**config.mk**
```make
export PLATFORM = sky130hd
export DESIGN_NAME = sys_event_timer
export DESIGN_NICKNAME = d
export VERILOG_FILES = /design/src/rtl/systmr_pkg.sv /design/src/rtl/systmr_rst_sync.sv /design/src/rtl/systmr_regs.sv /design/src/rtl/systmr_count.sv /design/src/rtl/systmr_flag.sv /design/src/rtl/sys_event_timer.sv
export SDC_FILE = /design/constraint.sdc
export NUM_CORES = 1
export LEC_CHECK = 0
export ABC_CLOCK_PERIOD_IN_PS = 4700
export BUFFER_PORTS_ARGS = -buffer_cell sky130_fd_sc_hd__buf_2
export CORE_MARGIN = 8
export CORE_UTILIZATION = 45
export DETAILED_ROUTE_END_ITERATION = 6
export PLACE_DENSITY = 0.74
export RECOVER_POWER = 100
export SETUP_SLACK_MARGIN = 0.3
export SKIP_CTS_REPAIR_TIMING = 1
export SYNTH_ARGS = -nofsm -noshare
export SYNTH_HDL_FRONTEND = slang
export SYNTH_SLANG_ARGS = --single-unit
```
**constraint.sdc**
```tcl
create_clock -name clk_i -period 4.7 [get_ports clk_i]
set_clock_uncertainty 0.2 [all_clocks]
set_input_delay 1.41 -clock clk_i [delete_from_list [all_inputs] [get_ports clk_i]]
set_output_delay 1.41 -clock clk_i [all_outputs]
set_load 0.05 [all_outputs]
```
**src/rtl/systmr_pkg.sv**
```systemverilog
`timescale 1ns/1ps
package systmr_pkg;

  // Control word bit positions (software-visible encoding)
  localparam int unsigned RUN_BIT = 0;
  localparam int unsigned IEN_BIT = 1;
  localparam int unsigned CLR_BIT = 4;

  typedef struct packed {
    logic run;
    logic ien;
  } ctl_t;

  typedef enum logic [1:0] {
    SEL_NONE = 2'd0,
    SEL_CTL  = 2'd1,
    SEL_VAL  = 2'd2
  } sel_e;

endpackage

```
**src/rtl/systmr_rst_sync.sv**
```systemverilog
`timescale 1ns/1ps
module systmr_rst_sync #(
  parameter int unsigned STAGES = 2
) (
  input  logic clk_i,
  input  logic arst_ni,
  output logic rst_no
);

  logic [STAGES-1:0] chain_q;
  logic [STAGES:0]   chain_ext;

  assign chain_ext = {chain_q, 1'b1};

  always_ff @(posedge clk_i or negedge arst_ni) begin
    if (!arst_ni) chain_q <= '0;
    else          chain_q <= chain_ext[STAGES-1:0];
  end

  assign rst_no = chain_q[STAGES-1];

endmodule

```
**src/rtl/systmr_regs.sv**
```systemverilog
`timescale 1ns/1ps
module systmr_regs
  import systmr_pkg::*;
#(
  parameter int unsigned          DATA_W = 32,
  parameter int unsigned          ADDR_W = 8,
  parameter logic [ADDR_W-1:0]    CTL_A  = 8'h40,
  parameter logic [ADDR_W-1:0]    VAL_A  = 8'h44
) (
  input  logic              clk_i,
  input  logic              rst_ni,
  input  logic              bus_we_i,
  input  logic [ADDR_W-1:0] bus_addr_i,
  input  logic [DATA_W-1:0] bus_wdata_i,
  input  logic [DATA_W-1:0] cnt_i,
  output ctl_t              ctl_o,
  output logic              load_o,
  output logic [DATA_W-1:0] load_val_o,
  output logic              clr_o,
  output logic [DATA_W-1:0] rdata_o
);

  sel_e sel;
  ctl_t ctl_q, ctl_d;
  logic ctl_we;

  // Address decode
  always_comb begin
    if (bus_addr_i == CTL_A)      sel = SEL_CTL;
    else if (bus_addr_i == VAL_A) sel = SEL_VAL;
    else                          sel = SEL_NONE;
  end

  assign ctl_we = bus_we_i && (sel == SEL_CTL);

  // Control next state
  always_comb begin
    ctl_d = ctl_q;
    if (ctl_we) begin
      ctl_d.run = bus_wdata_i[RUN_BIT];
      ctl_d.ien = bus_wdata_i[IEN_BIT];
    end
  end

  always_ff @(posedge clk_i or negedge rst_ni) begin
    if (!rst_ni)     ctl_q <= '0;
    else if (ctl_we) ctl_q <= ctl_d;
  end

  // Side effects are gated by the run bit held before this write
  assign load_o     = bus_we_i && (sel == SEL_VAL) && ctl_q.run;
  assign load_val_o = bus_wdata_i;
  assign clr_o      = ctl_we && bus_wdata_i[CLR_BIT] && ctl_q.run;
  assign ctl_o      = ctl_q;

  // Read mux
  always_comb begin
    rdata_o = '0;
    unique case (sel)
      SEL_CTL: begin
        rdata_o[RUN_BIT] = ctl_q.run;
        rdata_o[IEN_BIT] = ctl_q.ien;
      end
      SEL_VAL:  rdata_o = cnt_i;
      default:  rdata_o = '0;
    endcase
  end

endmodule

```
**src/rtl/systmr_count.sv**
```systemverilog
`timescale 1ns/1ps
module systmr_count #(
  parameter int unsigned CNT_W = 32
) (
  input  logic             clk_i,
  input  logic             rst_ni,
  input  logic             run_i,
  input  logic             load_i,
  input  logic [CNT_W-1:0] load_val_i,
  output logic [CNT_W-1:0] cnt_o,
  output logic             expire_o
);

  logic [CNT_W-1:0] cnt_q, cnt_d;
  logic             armed_q, armed_d;
  logic             tick, last, upd;

  assign tick     = armed_q && run_i;
  assign last     = (cnt_q[CNT_W-1:1] == '0);
  assign expire_o = tick && last && !load_i;
  assign upd      = load_i || tick;

  always_comb begin
    cnt_d   = cnt_q;
    armed_d = armed_q;
    if (load_i) begin
      cnt_d   = load_val_i;
      armed_d = 1'b1;
    end else if (tick) begin
      if (last) begin
        cnt_d   = '0;
        armed_d = 1'b0;
      end else begin
        cnt_d = cnt_q - 1'b1;
      end
    end
  end

  always_ff @(posedge clk_i or negedge rst_ni) begin
    if (!rst_ni) begin
      cnt_q   <= '0;
      armed_q <= 1'b0;
    end else if (upd) begin
      cnt_q   <= cnt_d;
      armed_q <= armed_d;
    end
  end

  assign cnt_o = cnt_q;

endmodule

```
**src/rtl/systmr_flag.sv**
```systemverilog
`timescale 1ns/1ps
module systmr_flag (
  input  logic clk_i,
  input  logic rst_ni,
  input  logic expire_i,
  input  logic clr_i,
  input  logic ien_i,
  output logic pend_o,
  output logic irq_o
);

  logic pend_q, pend_d, pend_en;

  assign pend_en = expire_i || clr_i;

  // A new event takes priority over an acknowledge on the same edge
  always_comb begin
    pend_d = pend_q;
    if (expire_i)   pend_d = 1'b1;
    else if (clr_i) pend_d = 1'b0;
  end

  always_ff @(posedge clk_i or negedge rst_ni) begin
    if (!rst_ni)      pend_q <= 1'b0;
    else if (pend_en) pend_q <= pend_d;
  end

  assign pend_o = pend_q;
  assign irq_o  = pend_q && ien_i;

endmodule

```
**src/rtl/sys_event_timer.sv**
```systemverilog
`timescale 1ns/1ps
module sys_event_timer
  import systmr_pkg::*;
#(
  parameter int unsigned CNT_W       = 32,
  parameter int unsigned ADDR_W      = 8,
  parameter int unsigned CTL_OFFSET  = 'h40,
  parameter int unsigned VAL_OFFSET  = 'h44,
  parameter int unsigned SYNC_STAGES = 2
) (
  input  logic              clk_i,
  input  logic              arst_ni,
  input  logic              bus_we_i,
  input  logic [ADDR_W-1:0] bus_addr_i,
  input  logic [CNT_W-1:0]  bus_wdata_i,
  output logic [CNT_W-1:0]  bus_rdata_o,
  output logic              irq_o
);

  localparam logic [ADDR_W-1:0] CTL_A = ADDR_W'(CTL_OFFSET);
  localparam logic [ADDR_W-1:0] VAL_A = ADDR_W'(VAL_OFFSET);

  logic             rst_sync_n;
  ctl_t             ctl;
  logic             run_en, irq_en;
  logic             load, clr, expire, pend;
  logic [CNT_W-1:0] load_val, cnt;

  systmr_rst_sync #(.STAGES(SYNC_STAGES)) u_rst_sync (
    .clk_i   (clk_i),
    .arst_ni (arst_ni),
    .rst_no  (rst_sync_n)
  );

  systmr_regs #(
    .DATA_W (CNT_W),
    .ADDR_W (ADDR_W),
    .CTL_A  (CTL_A),
    .VAL_A  (VAL_A)
  ) u_regs (
    .clk_i       (clk_i),
    .rst_ni      (rst_sync_n),
    .bus_we_i    (bus_we_i),
    .bus_addr_i  (bus_addr_i),
    .bus_wdata_i (bus_wdata_i),
    .cnt_i       (cnt),
    .ctl_o       (ctl),
    .load_o      (load),
    .load_val_o  (load_val),
    .clr_o       (clr),
    .rdata_o     (bus_rdata_o)
  );

  assign run_en = ctl.run;
  assign irq_en = ctl.ien;

  systmr_count #(.CNT_W(CNT_W)) u_count (
    .clk_i      (clk_i),
    .rst_ni     (rst_sync_n),
    .run_i      (run_en),
    .load_i     (load),
    .load_val_i (load_val),
    .cnt_o      (cnt),
    .expire_o   (expire)
  );

  systmr_flag u_flag (
    .clk_i    (clk_i),
    .rst_ni   (rst_sync_n),
    .expire_i (expire),
    .clr_i    (clr),
    .ien_i    (irq_en),
    .pend_o   (pend),
    .irq_o    (irq_o)
  );

endmodule

```
==> run metrics <==
outcome finished with violations; failing checks max-capacitance violations, max-slew violations; H-tree depth 2; Avg Inst Size Synth between 8 and 9 um2; Max Cap Violations 1; Clk Latency, worst-skew pair about 0.30 ns; vias in the first global route about 2700; top-count cell post-synth dfrtp_1; DRT Wirelength between 8 and 9 mm; drt via density ~6.0; Die Wd slightly above 90 um; clock network power share roughly half; fin crit share between 90 and 100%; Final WS setup roughly 0.17 ns; yosys warns 0; Worst Tran Pin Value 2.010 ns; worst hold endpoint u_rst_sync.chain_q[1]; cell internal pwr between 500 and 600 uW; register area share after synthesis a little under two fifths; Synthesized Nets 353; M1 GR Usage approximately a quarter; DIE AREA between 8000 and 9000 um2; Startpoint Class input pin; reg-to-reg startpoint u_count.cnt_o[21]; crit path kind in2out; critical path's slowest cell or4b_1; met2 Track Usage GR between 30% and 40%; fin crit period between 4 and 5 ns; most frequent cells after synthesis 38 x dfrtp_1, 32 x and3_1, 26 x nor2_1, 20 x clkbuf_1, 20 x nand2_1; CTS buffer count 5; Antenna Nets Post-Route 0; Layout area overhead 32.09%; initial antenna violation count 0; Placement Setup Slack 0.1825 ns; r2r endpoint u_count.cnt_o[21]; Initial Util 46.74%; DR vias around 2700; Switching Fraction between 20% and 30%; switching pwr 152.1 uW; fraction of layout cells with a size suffix above 1 approximately 33%; Port Buffers 75; diodes inserted 0; CP peak stage delay between 0.5 and 0.6 ns; Hold Crit Class reg2reg; first-pass GRT wire length around 13 mm; Rel. slew slack -34.03%; FMAX about 220 MHz; Worst Min Path Start u_rst_sync.chain_q[0]; height of the die 91.63 um; ys async rst share 100.0%; Initial DRT Pass Iterations 4; Hold Path Depth 0; CP required slightly above 3 ns; busiest grt layer met2; Hold WS around 0.16 ns; Sequential Power Share 45.8%; Fin. Hold Viols 0; Synth Register Bits 38; DRT iter0 DRCs roughly 220; I/O Pins between 70 and 80; number of synthesized flops with an enable pin 0; largest net degree at the start of global routing 37; Nets ~420; root buf cell clkbuf_8; cell area after synthesis 2574 um2; Peak VDD IR ~0.15 mV; FF-to-FF path depth 5; Leak roughly 0.0014 uW; fin. max-slew vios 37; crit path max fanout 17; Arrival @ worst endpoint just under 3 ns; endpoints failing setup 0; RSZ-0062 raised after global routing false; Syn Inst Count 309; critical path cell sequence buf_2 -> or4b_1 -> nor2_4 -> buf_12 -> and3_4 -> clkbuf_2; Residual DRC 0; Synth cell types 45; GR Util All Layers a little under a fifth; Yosys top cell area share a little under two fifths; CTS clk-pin slew, worst paths 0.08 ns; FF-to-FF setup slack 1.67 ns; area leader, netlist dfrtp_1; M3 GR Usage approximately 4.6%; DR WL/cell approximately 19 um; total grt overflow 0; Rows 27; Crit. End Element output pin; CTS Buffer Depth 2; Tot Pwr just over 700 uW; combinational fraction of design power about 5.7%; TritonCTS clock tree yes; Top FF cell, synth dfrtp_1; core area ~5500 um2; Synth area leaders dfrtp_1 37%, and3_1 7.8%, xnor2_1 4.4%, nor2_1 3.8%, a211oi_1 3.2%; Final GP Congestion 0.8963; power per cell area ~210 nW/um2; # clock sinks 38; post-detail-place hpwl between 5 and 6 mm
-- placed cells by master, fill, tap and decap left out, types with 6 or more instances in the layout --
cell and count:
a211oi_1 11, a21oi_1 12, and3_4 30, buf_2 41, buf_6 16, clkbuf_1 7, clkbuf_2 16, clkbuf_8 6
dfrtp_1 38, nand2_1 20, nand3_1 9, nand4_1 8, nor2_1 25, nor3_1 16, nor4_1 13, o21ai_0 7
or3_1 12, or4_1 9, xnor2_1 13
-- metal layers --
layer | vias up | share of wire (%)
met5 | - | 0
met4 | 0 | 2.7
met3 | 23 | 6.7
met2 | 114 | 49
met1 | 1279 | 41
li1 | 1283 | -
-- sequential cells by signal (all words and copies together), names as in the netlist --
signal,cells
u_flag.pend_o,1
u_count.cnt_o,32
u_rst_sync.chain_q,2
u_regs.ctl_o,2
u_count.armed_q,1
-- critical path, delay by kind of cell --
family,cells,cell delay (ns)
buffers and inverters,3,0.54
AND/OR/NAND/NOR,3,0.94
-- cells by family (layout without fill, tap and decap cells) --
kind of cell,Yosys count,count (layout),share of synthesized area [%]
other cells,1,1,0.1457
fa+ha+maj,1,1,0.4861
xor+xnor,18,18,6.125
compound gates,54,54,14.10
simple gates,163,163,35.49
buf+inv,29,95,4.667
flops,38,38,36.95
mux,5,5,2.042
-- per-stage QoR --
stage               util, %  setup TNS [ns]  cells  cell area, um2
finish                61.74               0    447            3400
global route          61.74               0    447            3400
CTS                   59.62               0    445            3283
detailed placement    57.03               0    437            3141
global placement      57.03               0    437            3141
floorplan                 -         -0.1581    309            2728
-- worst max-delay path by stage --
stage | from | endpoint | slack, ns
4_1_cts | bus_addr_i[3] | bus_rdata_o[13] | 0.18
3_5_place_dp | bus_addr_i[3] | bus_rdata_o[13] | 0.18
6_report | bus_addr_i[3] | bus_rdata_o[12] | 0.17
2_1_floorplan | bus_addr_i[3] | bus_rdata_o[0] | -0.08
3_3_place_gp | bus_addr_i[3] | bus_rdata_o[3] | 0.22
5_1_grt | bus_addr_i[3] | bus_rdata_o[12] | 0.15
-- cell type report --
class	count	area [um2]
Sequential cell	38	950.9
Clock buffer	6	82.58
Fill cell	498	2107
Timing Repair Buffer	82	536.8
Tap cell	72	90.09
Inverter	5	18.77
Clock inverter	2	60.06
Multi-Input combinational cell	242	1660
-- power by group through the flow --
stage                     clock network, uW  registers [uW]  logic (uW)
final                                   352             332        41.3
after global routing                    366             333        46.1
after CTS                               357             332        41.7
after detailed placement                  0             339        41.6
after global placement                    0             339        40.8
after floorplan                           0             341        15.5
No activity file was read; power rests on OpenSTA's default activity.
